==> src/rtl/hw_loop_unit_pkg.sv <==
package hw_loop_unit_pkg;

  localparam int unsigned LEVELS = 2;
  localparam logic [6:0] SETUP_OPCODE = 7'b1111011;
  localparam logic [2:0] FORM_REG = 3'b100;
  localparam logic [2:0] FORM_IMM = 3'b101;

  typedef struct packed {
    logic [LEVELS-1:0] load;
    logic [LEVELS-1:0] dec;
    logic [LEVELS-1:0] redirSel;
    logic              useImmForm;
  } loopStrobe_t;

endpackage

==> src/rtl/hw_loop_unit_ctrl.sv <==
module hw_loop_unit_ctrl
  import hw_loop_unit_pkg::*;
#(
  parameter int unsigned ADDR_W  = 32,
  parameter int unsigned COUNT_W = 32
) (
  input  logic                           setupValid,
  input  logic [31:0]                    setupInstr,
  input  logic                           fetchValid,
  input  logic [ADDR_W-1:0]              fetchPc,
  input  logic [LEVELS-1:0][ADDR_W-1:0]  levelEnd,
  input  logic [LEVELS-1:0][COUNT_W-1:0] levelCount,
  output loopStrobe_t                    strb
);

  logic       opcodeOk;
  logic       padOk;
  logic [2:0] form;
  logic       formOk;
  logic       isSetup;
  logic       levelBit;

  assign opcodeOk = (setupInstr[6:0] == SETUP_OPCODE);
  assign padOk    = (setupInstr[11:8] == 4'b0000);
  assign form     = setupInstr[14:12];
  assign formOk   = (form == FORM_REG) || (form == FORM_IMM);
  assign isSetup  = setupValid && opcodeOk && padOk && formOk;
  assign levelBit = setupInstr[7];

  // Walk the levels from inner (0) to outer. The first level that loops
  // back blocks every level after it. A level that runs out lets the next
  // one be evaluated.
  always_comb begin
    logic blocked;
    strb            = '0;
    strb.useImmForm = (form == FORM_IMM);
    blocked         = 1'b0;
    for (int i = 0; i < LEVELS; i++) begin
      strb.load[i] = isSetup && (int'(levelBit) == i);
      if (fetchValid && !blocked && (levelCount[i] != '0) &&
          (fetchPc == levelEnd[i])) begin
        strb.dec[i] = 1'b1;
        if (levelCount[i] != COUNT_W'(1)) begin
          strb.redirSel[i] = 1'b1;
          blocked          = 1'b1;
        end
      end
    end
  end

endmodule

==> src/rtl/hw_loop_unit_dp.sv <==
module hw_loop_unit_dp
  import hw_loop_unit_pkg::*;
#(
  parameter int unsigned ADDR_W  = 32,
  parameter int unsigned COUNT_W = 32
) (
  input  logic                           clk,
  input  logic                           rstN,
  input  loopStrobe_t                    strb,
  input  logic [31:0]                    setupInstr,
  input  logic [ADDR_W-1:0]              setupPc,
  input  logic [COUNT_W-1:0]             rs1Value,
  output logic [LEVELS-1:0][ADDR_W-1:0]  levelEnd,
  output logic [LEVELS-1:0][COUNT_W-1:0] levelCount,
  output logic                           redirectValid,
  output logic [ADDR_W-1:0]              redirectPc
);

  logic [11:0]        wideField;
  logic [4:0]         narrowField;
  logic [ADDR_W-1:0]  newStart;
  logic [ADDR_W-1:0]  newEnd;
  logic [COUNT_W-1:0] newCount;
  logic [LEVELS-1:0][ADDR_W-1:0] levelStart;

  assign wideField   = setupInstr[31:20];
  assign narrowField = setupInstr[19:15];
  assign newStart    = setupPc + ADDR_W'(4);

  always_comb begin
    if (strb.useImmForm) begin
      newEnd   = setupPc + ADDR_W'({narrowField, 1'b0});
      newCount = COUNT_W'(wideField);
    end else begin
      newEnd   = setupPc + ADDR_W'({wideField, 1'b0});
      newCount = rs1Value;
    end
  end

  for (genvar g = 0; g < LEVELS; g++) begin : gLevel
    always_ff @(posedge clk or negedge rstN) begin
      if (!rstN) begin
        levelStart[g] <= '0;
        levelEnd[g]   <= '0;
        levelCount[g] <= '0;
      end else if (strb.load[g]) begin
        levelStart[g] <= newStart;
        levelEnd[g]   <= newEnd;
        levelCount[g] <= newCount;
      end else if (strb.dec[g]) begin
        levelCount[g] <= levelCount[g] - COUNT_W'(1);
      end
    end
  end

  always_comb begin
    redirectPc = '0;
    for (int i = 0; i < LEVELS; i++) begin
      if (strb.redirSel[i]) redirectPc = redirectPc | levelStart[i];
    end
  end

  assign redirectValid = |strb.redirSel;

endmodule

==> src/rtl/hw_loop_unit.sv <==
module hw_loop_unit
  import hw_loop_unit_pkg::*;
#(
  parameter int unsigned ADDR_W  = 32,
  parameter int unsigned COUNT_W = 32
) (
  input  logic               clk,
  input  logic               rstN,
  input  logic               setupValid,
  input  logic [31:0]        setupInstr,
  input  logic [ADDR_W-1:0]  setupPc,
  input  logic [COUNT_W-1:0] rs1Value,
  input  logic               fetchValid,
  input  logic [ADDR_W-1:0]  fetchPc,
  output logic               redirectValid,
  output logic [ADDR_W-1:0]  redirectPc
);

  loopStrobe_t                    strb;
  logic [LEVELS-1:0][ADDR_W-1:0]  levelEnd;
  logic [LEVELS-1:0][COUNT_W-1:0] levelCount;

  hw_loop_unit_ctrl #(.ADDR_W(ADDR_W), .COUNT_W(COUNT_W)) ctrl_i (
    .setupValid (setupValid),
    .setupInstr (setupInstr),
    .fetchValid (fetchValid),
    .fetchPc    (fetchPc),
    .levelEnd   (levelEnd),
    .levelCount (levelCount),
    .strb       (strb)
  );

  hw_loop_unit_dp #(.ADDR_W(ADDR_W), .COUNT_W(COUNT_W)) dp_i (
    .clk           (clk),
    .rstN          (rstN),
    .strb          (strb),
    .setupInstr    (setupInstr),
    .setupPc       (setupPc),
    .rs1Value      (rs1Value),
    .levelEnd      (levelEnd),
    .levelCount    (levelCount),
    .redirectValid (redirectValid),
    .redirectPc    (redirectPc)
  );

endmodule

==> config.mk <==
export PLATFORM = sky130hd
export DESIGN_NAME = hw_loop_unit
export DESIGN_NICKNAME = d
export VERILOG_FILES = /design/src/rtl/hw_loop_unit_pkg.sv /design/src/rtl/hw_loop_unit_ctrl.sv /design/src/rtl/hw_loop_unit_dp.sv /design/src/rtl/hw_loop_unit.sv
export SDC_FILE = /design/constraint.sdc
export NUM_CORES = 1
export LEC_CHECK = 0
export CAP_MARGIN = 20
export CORE_MARGIN = 4
export CORE_UTILIZATION = 50
export CTS_BUF_LIST = sky130_fd_sc_hd__clkbuf_16
export DETAILED_ROUTE_END_ITERATION = 8
export PLACE_DENSITY = 0.9
export SYNTH_ARGS = -nofsm -noshare
export SYNTH_HDL_FRONTEND = slang
export SYNTH_SLANG_ARGS = --single-unit
==> constraint.sdc <==
create_clock -name clk -period 3.19 [get_ports clk]
set_clock_uncertainty 0.2 [all_clocks]
set_input_delay 0.638 -clock clk [delete_from_list [all_inputs] [get_ports clk]]
set_output_delay 0.638 -clock clk [all_outputs]
set_load 0.02 [all_outputs]
---- After elaboration in Yosys (flattened, before gate mapping) ----
Index checks and enable logic that the tools add are counted.
operators by class
  equality and inequality tests ........... 7
  add/sub/neg operators ................... 5
  muxes and demuxes ....................... 14
  bitwise logic cells ..................... 2
  reductions and logical operators ........ 18
operator list
  operator                 count
  $mux W32                 8
  $eq A32 B32 Y1           2
  $ne A32 B1 Y1 const B    2
  $reduce_bool A32 Y1      2
  $sub A32 B1 Y32 const B  2
  $add A32 B13 Y32         1
  $add A32 B3 Y32 const B  1
  $add A32 B6 Y32          1
  $or A32 B32 Y32          1
  $logic_and A1 B1 Y1      10
  $eq A7 B7 Y1 const B     1
  $eq A3 B3 Y1 const B     2
  $mux W1                  6
  $logic_not A4 Y1         1
  $reduce_bool A2 Y1       2
  $reduce_or A2 Y1         1
  $logic_not A1 Y1         1
  $logic_or A1 B1 Y1       1
  $not A1 Y1               1
word-level totals
  flip-flop bits (word level) ............. 192
  output and inout port bits .............. 33

---- Depth between registers and ports, before layout ----
  depth in word-level cells ............... 11
  mapped depth ............................ 15

---- By module ----
Synthesis repeated with hierarchy kept, for this count alone.
unflattened totals
  cell total of the unflattened synthesis .. 1234
  area, all modules ....................... 11387.2 sq um
modules (own cells, without submodules)
  module             seq. area each (sq um)  area an instance (sq um)  times used  cells each
  hw_loop_unit_dp    4754.6                  10406.2                   1           1109
  hw_loop_unit_ctrl  0.0                     980.9                     1           125

---- Worst setup path after synthesis ----
No wires, ideal clock.
  path type ............................... input -> register
  from .................................... in setupInstr[14]
  to ...................................... reg dp_i.levelEnd[23] (netlist bit)
  setup slack ............................. -1.148 ns
  path buffers ............................ 1
  arrival ................................. 4.013 ns
  stages .................................. 15
  library setup time ...................... 0.125 ns
  data required time ...................... 2.865 ns
  cells stage by stage .................... nor2b_1 > nand2_1 > clkbuf_1 > mux2_2 > ha_1 > inv_1 > fa_1 > nor2b_1 > o2111ai_1 > a31oi_1 > a311oi_1 > nor2_1 > nand2_1 > xnor2_1 > mux2_2
between the ends
  word-level cells in the longest chain between the ends .. 4
RTL lines
  what                             RTL line                                          RTL
  start, declared                  hw_loop_unit.sv:10                                input logic [31:0] setupInstr,
  $eq A3 B3 Y1 (on tied branches)  hw_loop_unit_ctrl.sv:26, hw_loop_unit_ctrl.sv:36
  $logic_or A1 B1 Y1               hw_loop_unit_ctrl.sv:26                           assign formOk = (form == FORM_REG) || (form == FORM_IMM);
  $logic_and A1 B1 Y1              hw_loop_unit_ctrl.sv:27                           assign isSetup = setupValid && opcodeOk && padOk && formOk;
  $logic_and A1 B1 Y1              hw_loop_unit_ctrl.sv:39                           strb.load[i] = isSetup && (int'(levelBit) == i);
  end signal, assigned by index    hw_loop_unit_dp.sv:48                             levelEnd[g] <= newEnd;
  end, declared                    hw_loop_unit_dp.sv:13                             output logic [LEVELS-1:0][ADDR_W-1:0] levelEnd,
Parallel ways exist; a longest one is shown, timed or not.
A chain may end at the register's enable or synchronous reset.

---- Final worst setup path ----
  from .................................... reg dp_i.levelCount[35] (netlist bit)
  to ...................................... out redirectPc[17]
between the ends
  word-level cells in the longest chain between the ends .. 5
RTL lines
  what                               RTL line                 RTL
  start, declared                    hw_loop_unit_dp.sv:14    output logic [LEVELS-1:0][COUNT_W-1:0] levelCount,
  start signal, assigned by index    hw_loop_unit_dp.sv:49    levelCount[g] <= newCount;
  start signal, assigned by index    hw_loop_unit_dp.sv:51    levelCount[g] <= levelCount[g] - COUNT_W'(1);
  $reduce_bool A32 Y1                hw_loop_unit_ctrl.sv:40  if (fetchValid && !blocked && (levelCount[i] != '0) &&
  $logic_and A1 B1 Y1 (2 in series)  hw_loop_unit_ctrl.sv:40
  $mux W1 *                          hw_loop_unit_ctrl.sv:40
  $mux W32 *                         hw_loop_unit_dp.sv:59    if (strb.redirSel[i]) redirectPc = redirectPc | levelStart[i];
  end, declared                      hw_loop_unit.sv:16       output logic [ADDR_W-1:0] redirectPc
Mark *: on every way between the ends. The rest lies on a longest branch, timed or not.

==> results.md <==
- H-tree Lvls: 4
- Row count: 53
- Largest area contributor in the netlist: dfrtp_1
- Synth Flop Type: dfrtp_1
- Drt first pass iters: 6
- Max_cap viols: 0
- Failing checks: setup timing
- Gate Count Post-Synth: 1,202
- Clock transition at the registers of the reported paths: 0.08 ns
- Switch share: 29.00%
- Synth top area cells: dfrtp_1 44%, xor2_1 9.0%, nand2_1 7.3%
- Synth-to-layout area growth: 51.37%
- Core area: 21,150 um^2
- Initial core utilization: 51.19%
- Initial antenna violation count: 3
- Share of cells above drive strength 1: 30.61%
- Min Hold Slack: between 0.01 and 0.015 ns
- Tightest Pin Transition: around 0.77 ns
- Leak: 7.851 nW
- Period utilisation layout: 130.5%
- Hold Fails Final Rpt: 0
- Hold Path Class: input pin to async pin
- Non-filler cells, final: ~1.9k
- Top-area cell type share of the netlist area: 43.91%
- Mapped cell area: ~11,000 um^2
- Grt ovf: 0
- DIE HEIGHT: 155.2 um
- Final Critical Period: roughly 4.2 ns
- Post-DP HPWL: 27,870 um
- Slowest CP cell: or4_1
- DRC viols: 0
- Sequential Power Share: about 44%
- Combinational share of power: between 15 and 20%
- Vias in the first global route: 11.77k
- Highest clock rate: approximately 0.24 GHz
- CTS Buf Count: 17
- Gr usage total: 33.52%
- DRT iter0 DRCs: 1,347
- Routed len/inst: 24.05 um
- Peak supply drop: ~0.00034 V
- Most used cell, CP: buf_4
- Remaining antenna violation count: 0
- Worst Path Buf+Inv: 4
- PnR worst setup slack: -0.9734 ns
- Largest net degree at the start of global routing: 79
- Clk root buf: clkbuf_16
- First-pass GRT wire length: ~63,000 um
- # setup viols final: 73
- Req. time, crit path: about 2.4 ns
- Slew headroom: 48.88%
- Crit path DAT: 3.33 ns
- CP delay by family, top: simple AND/OR/NAND/NOR gates
- PD cells: between 300 and 400 nW/um^2
- Ys Warns: 0
- Synthesis-stage register bit count: 190
- Syn_nets: 1,353
- Synth cell types: 51
- Vias per cell: between 6 and 7
- Footprint of the multi-input gates: 6932 um^2
- Critical path cell sequence: or4_1 > nor4_2 > nand3b_1 > buf_4 > nor3_2 > buf_4 > nor3_4 > o31a_4 > buf_12 > a22o_4 > buf_2
- Crit path kind: flip-flop to output pin
- Via count: 11.84k
- Power Internal: 3.860 mW
- Register area share after synthesis: 43.91%
- Power share of the clock group: 39.3%
- Crit start category: flip-flop
- Power, Total: 5.437 mW
- Pre-CTS setup slack: -1.408 ns
- EDFF count, synth: 0
- Full die area: ~24,000 um^2
- Fillcell total: about 1.1k
- Placed cell area: 14,750 um^2
- Worst-case clock buffer depth: 2
- Clk sink count: 190
- CTS tree: built
- Final instance area: about 16,000 um^2
- Synthesized area per cell: about 9.0 um^2
- Register Area: about 4800 um^2
- Worst skew pair latency: 0.46 ns
- Die W: 155.2 um
- Placer Congestion: 0.9394
- Share of flip-flops with an asynchronous set or reset: 100.0%
- Sw Pwr: 1.577 mW
- Status: finished with violations
- Buffers on Ports: 164
- Worst setup EP type: output pin
- RSZ-0062 raised after global routing: yes
- Nets: 1,719
- Placed Cells: 1,797
- CP max stage delay: 0.58 ns
- CP max FO: 17
- Number of I/O pins: between 150 and 200
- Final wirelength: 44,680 um
- Fin. max-slew vios: 0
-- per-stage QoR --
| step | setup TNS [ns] | utilization, % |
|---|---|---|
| after CTS | -29.95 | 75.11 |
| after floorplan | -16.10 | - |
| after global routing | -38.61 | 77.48 |
| final | -33.71 | 77.48 |
| after detailed placement | -116.71 | 69.75 |
| after global placement | -107.49 | 69.75 |
-- flip-flops by register name, indices dropped and copies added, names as in the netlist --
| register | cells |
|---|---|
| dp_i.levelStart | 62 |
| dp_i.levelCount | 64 |
| dp_i.levelEnd | 64 |
-- per-layer routing --
metal  part of all wire [%]  wire, um  GRT usage [%]
met5                  0.034        15              0
met4                    8.9      3956          20.65
met3                     11      4800          8.206
met2                     46     20740          56.18
met1                     34     15160          38.68
-- power groups by stage --
stage / clock (mW) / combinational [mW] / sequential (mW)
6_report: 2.14 / 0.886 / 2.41
5_1_grt: 2.22 / 0.920 / 2.41
4_1_cts: 2.12 / 0.776 / 2.41
3_5_place_dp: 0 / 0.732 / 2.46
3_3_place_gp: 0 / 0.715 / 2.46
2_1_floorplan: 0 / 0.250 / 2.46
-- worst register-to-register path, delay by kind of cell (launching register included) --
family	cells	cell delay (ns)
compound gates	1	0.22
xor+xnor	1	0.22
buf+inv	5	0.89
flops	1	0.39
simple gates	6	1.39
-- Yosys cell counts (all sizes together), types with 2 or more instances --
library cell  instances
a21o                  2
a21oi                31
a22o                 32
a31oi                 6
and2                  9
and3                  9
and4                  2
buf                   5
clkbuf               56
dfrtp               190
ha                   18
inv                  17
mux2                  8
mux2i                23
nand2               210
nand2b                3
nand3                67
nand3b                6
nand4                20
nand4b                6
nor2                 50
nor2b                 7
nor3                 34
nor4                 35
o21ai               138
o31ai                 3
or2                   4
or3                  11
or4                  12
xnor2                61
xor2                111
-- cell usage in the layout, fill, tap and decap left out, types with 7 or more instances in the layout --
| master | synthesis | layout |
|---|---|---|
| o21ai_1 | 1 | 26 |
| nand4_1 | 20 | 20 |
| or4_1 | 12 | 9 |
| mux2i_1 | 23 | 23 |
| nor4_1 | 25 | 13 |
| xor2_2 | 0 | 10 |
| nand3_1 | 67 | 61 |
| xnor2_2 | 0 | 10 |
| ha_1 | 18 | 13 |
| nor2_1 | 50 | 44 |
| clkbuf_16 | 0 | 18 |
| xnor2_1 | 61 | 51 |
| o21ai_0 | 136 | 106 |
| dfrtp_1 | 190 | 187 |
| inv_1 | 17 | 16 |
| clkbuf_2 | 0 | 10 |
| clkdlybuf4s50_1 | 0 | 92 |
| dlygate4sd2_1 | 0 | 7 |
| xor2_1 | 111 | 97 |
| nor3_1 | 34 | 23 |
| buf_6 | 0 | 43 |
| a21oi_1 | 31 | 28 |
| and2_1 | 9 | 8 |
| dlymetal6s2s_1 | 0 | 13 |
| nor4_2 | 10 | 10 |
| nand2_1 | 210 | 205 |
| nor4_4 | 0 | 12 |
| a22o_4 | 0 | 32 |
| and3_1 | 9 | 8 |
| buf_4 | 0 | 215 |
| buf_12 | 0 | 13 |
-- final cells by class --
class / instances / area share [%]
tap: 275 / 2.099
multi-input combinational: 934 / 42.29
clock inverter: 15 / 0.9084
sequential: 190 / 29.03
inverter: 17 / 0.3893
timing repair buffer: 408 / 22.66
clock buffer: 17 / 2.595
antenna: 2 / 0.03053
-- repair_timing --
action,in CTS,in global routing
buffers inserted,22,15
gates cloned,2,1
hold buffers,0,0
pin swaps,45,51
endpoints found under the setup margin,123,133
gates resized for setup,303,139
-- final timing paths --
| check | start | end | slack (ns) | cells after the start |
|---|---|---|---|---|
| setup / recovery | dp_i.levelCount[35] | redirectPc[17] | -0.97 | 11 |
| hold / removal | rstN | dp_i.levelCount[60] | 0.01 | 1 |
| setup reg to reg | dp_i.levelCount[26] | dp_i.levelCount[44] | -0.23 | 13 |
| hold reg to reg | dp_i.levelEnd[63] | dp_i.levelEnd[63] | 0.31 | 2 |
| max in group asynchronous | rstN | dp_i.levelEnd[22] | 1.93 | 2 |
| min in group clk | dp_i.levelEnd[63] | dp_i.levelEnd[63] | 0.31 | 2 |
-- cells by family after synthesis --
kind of cell	share of synthesized area [%]
simple gates	21.98
compound gates	12.21
flops	43.91
xor+xnor	13.91
buf+inv	2.762
mux	2.958
fa+ha+maj	2.265
(Power assumes the default switching activity.)
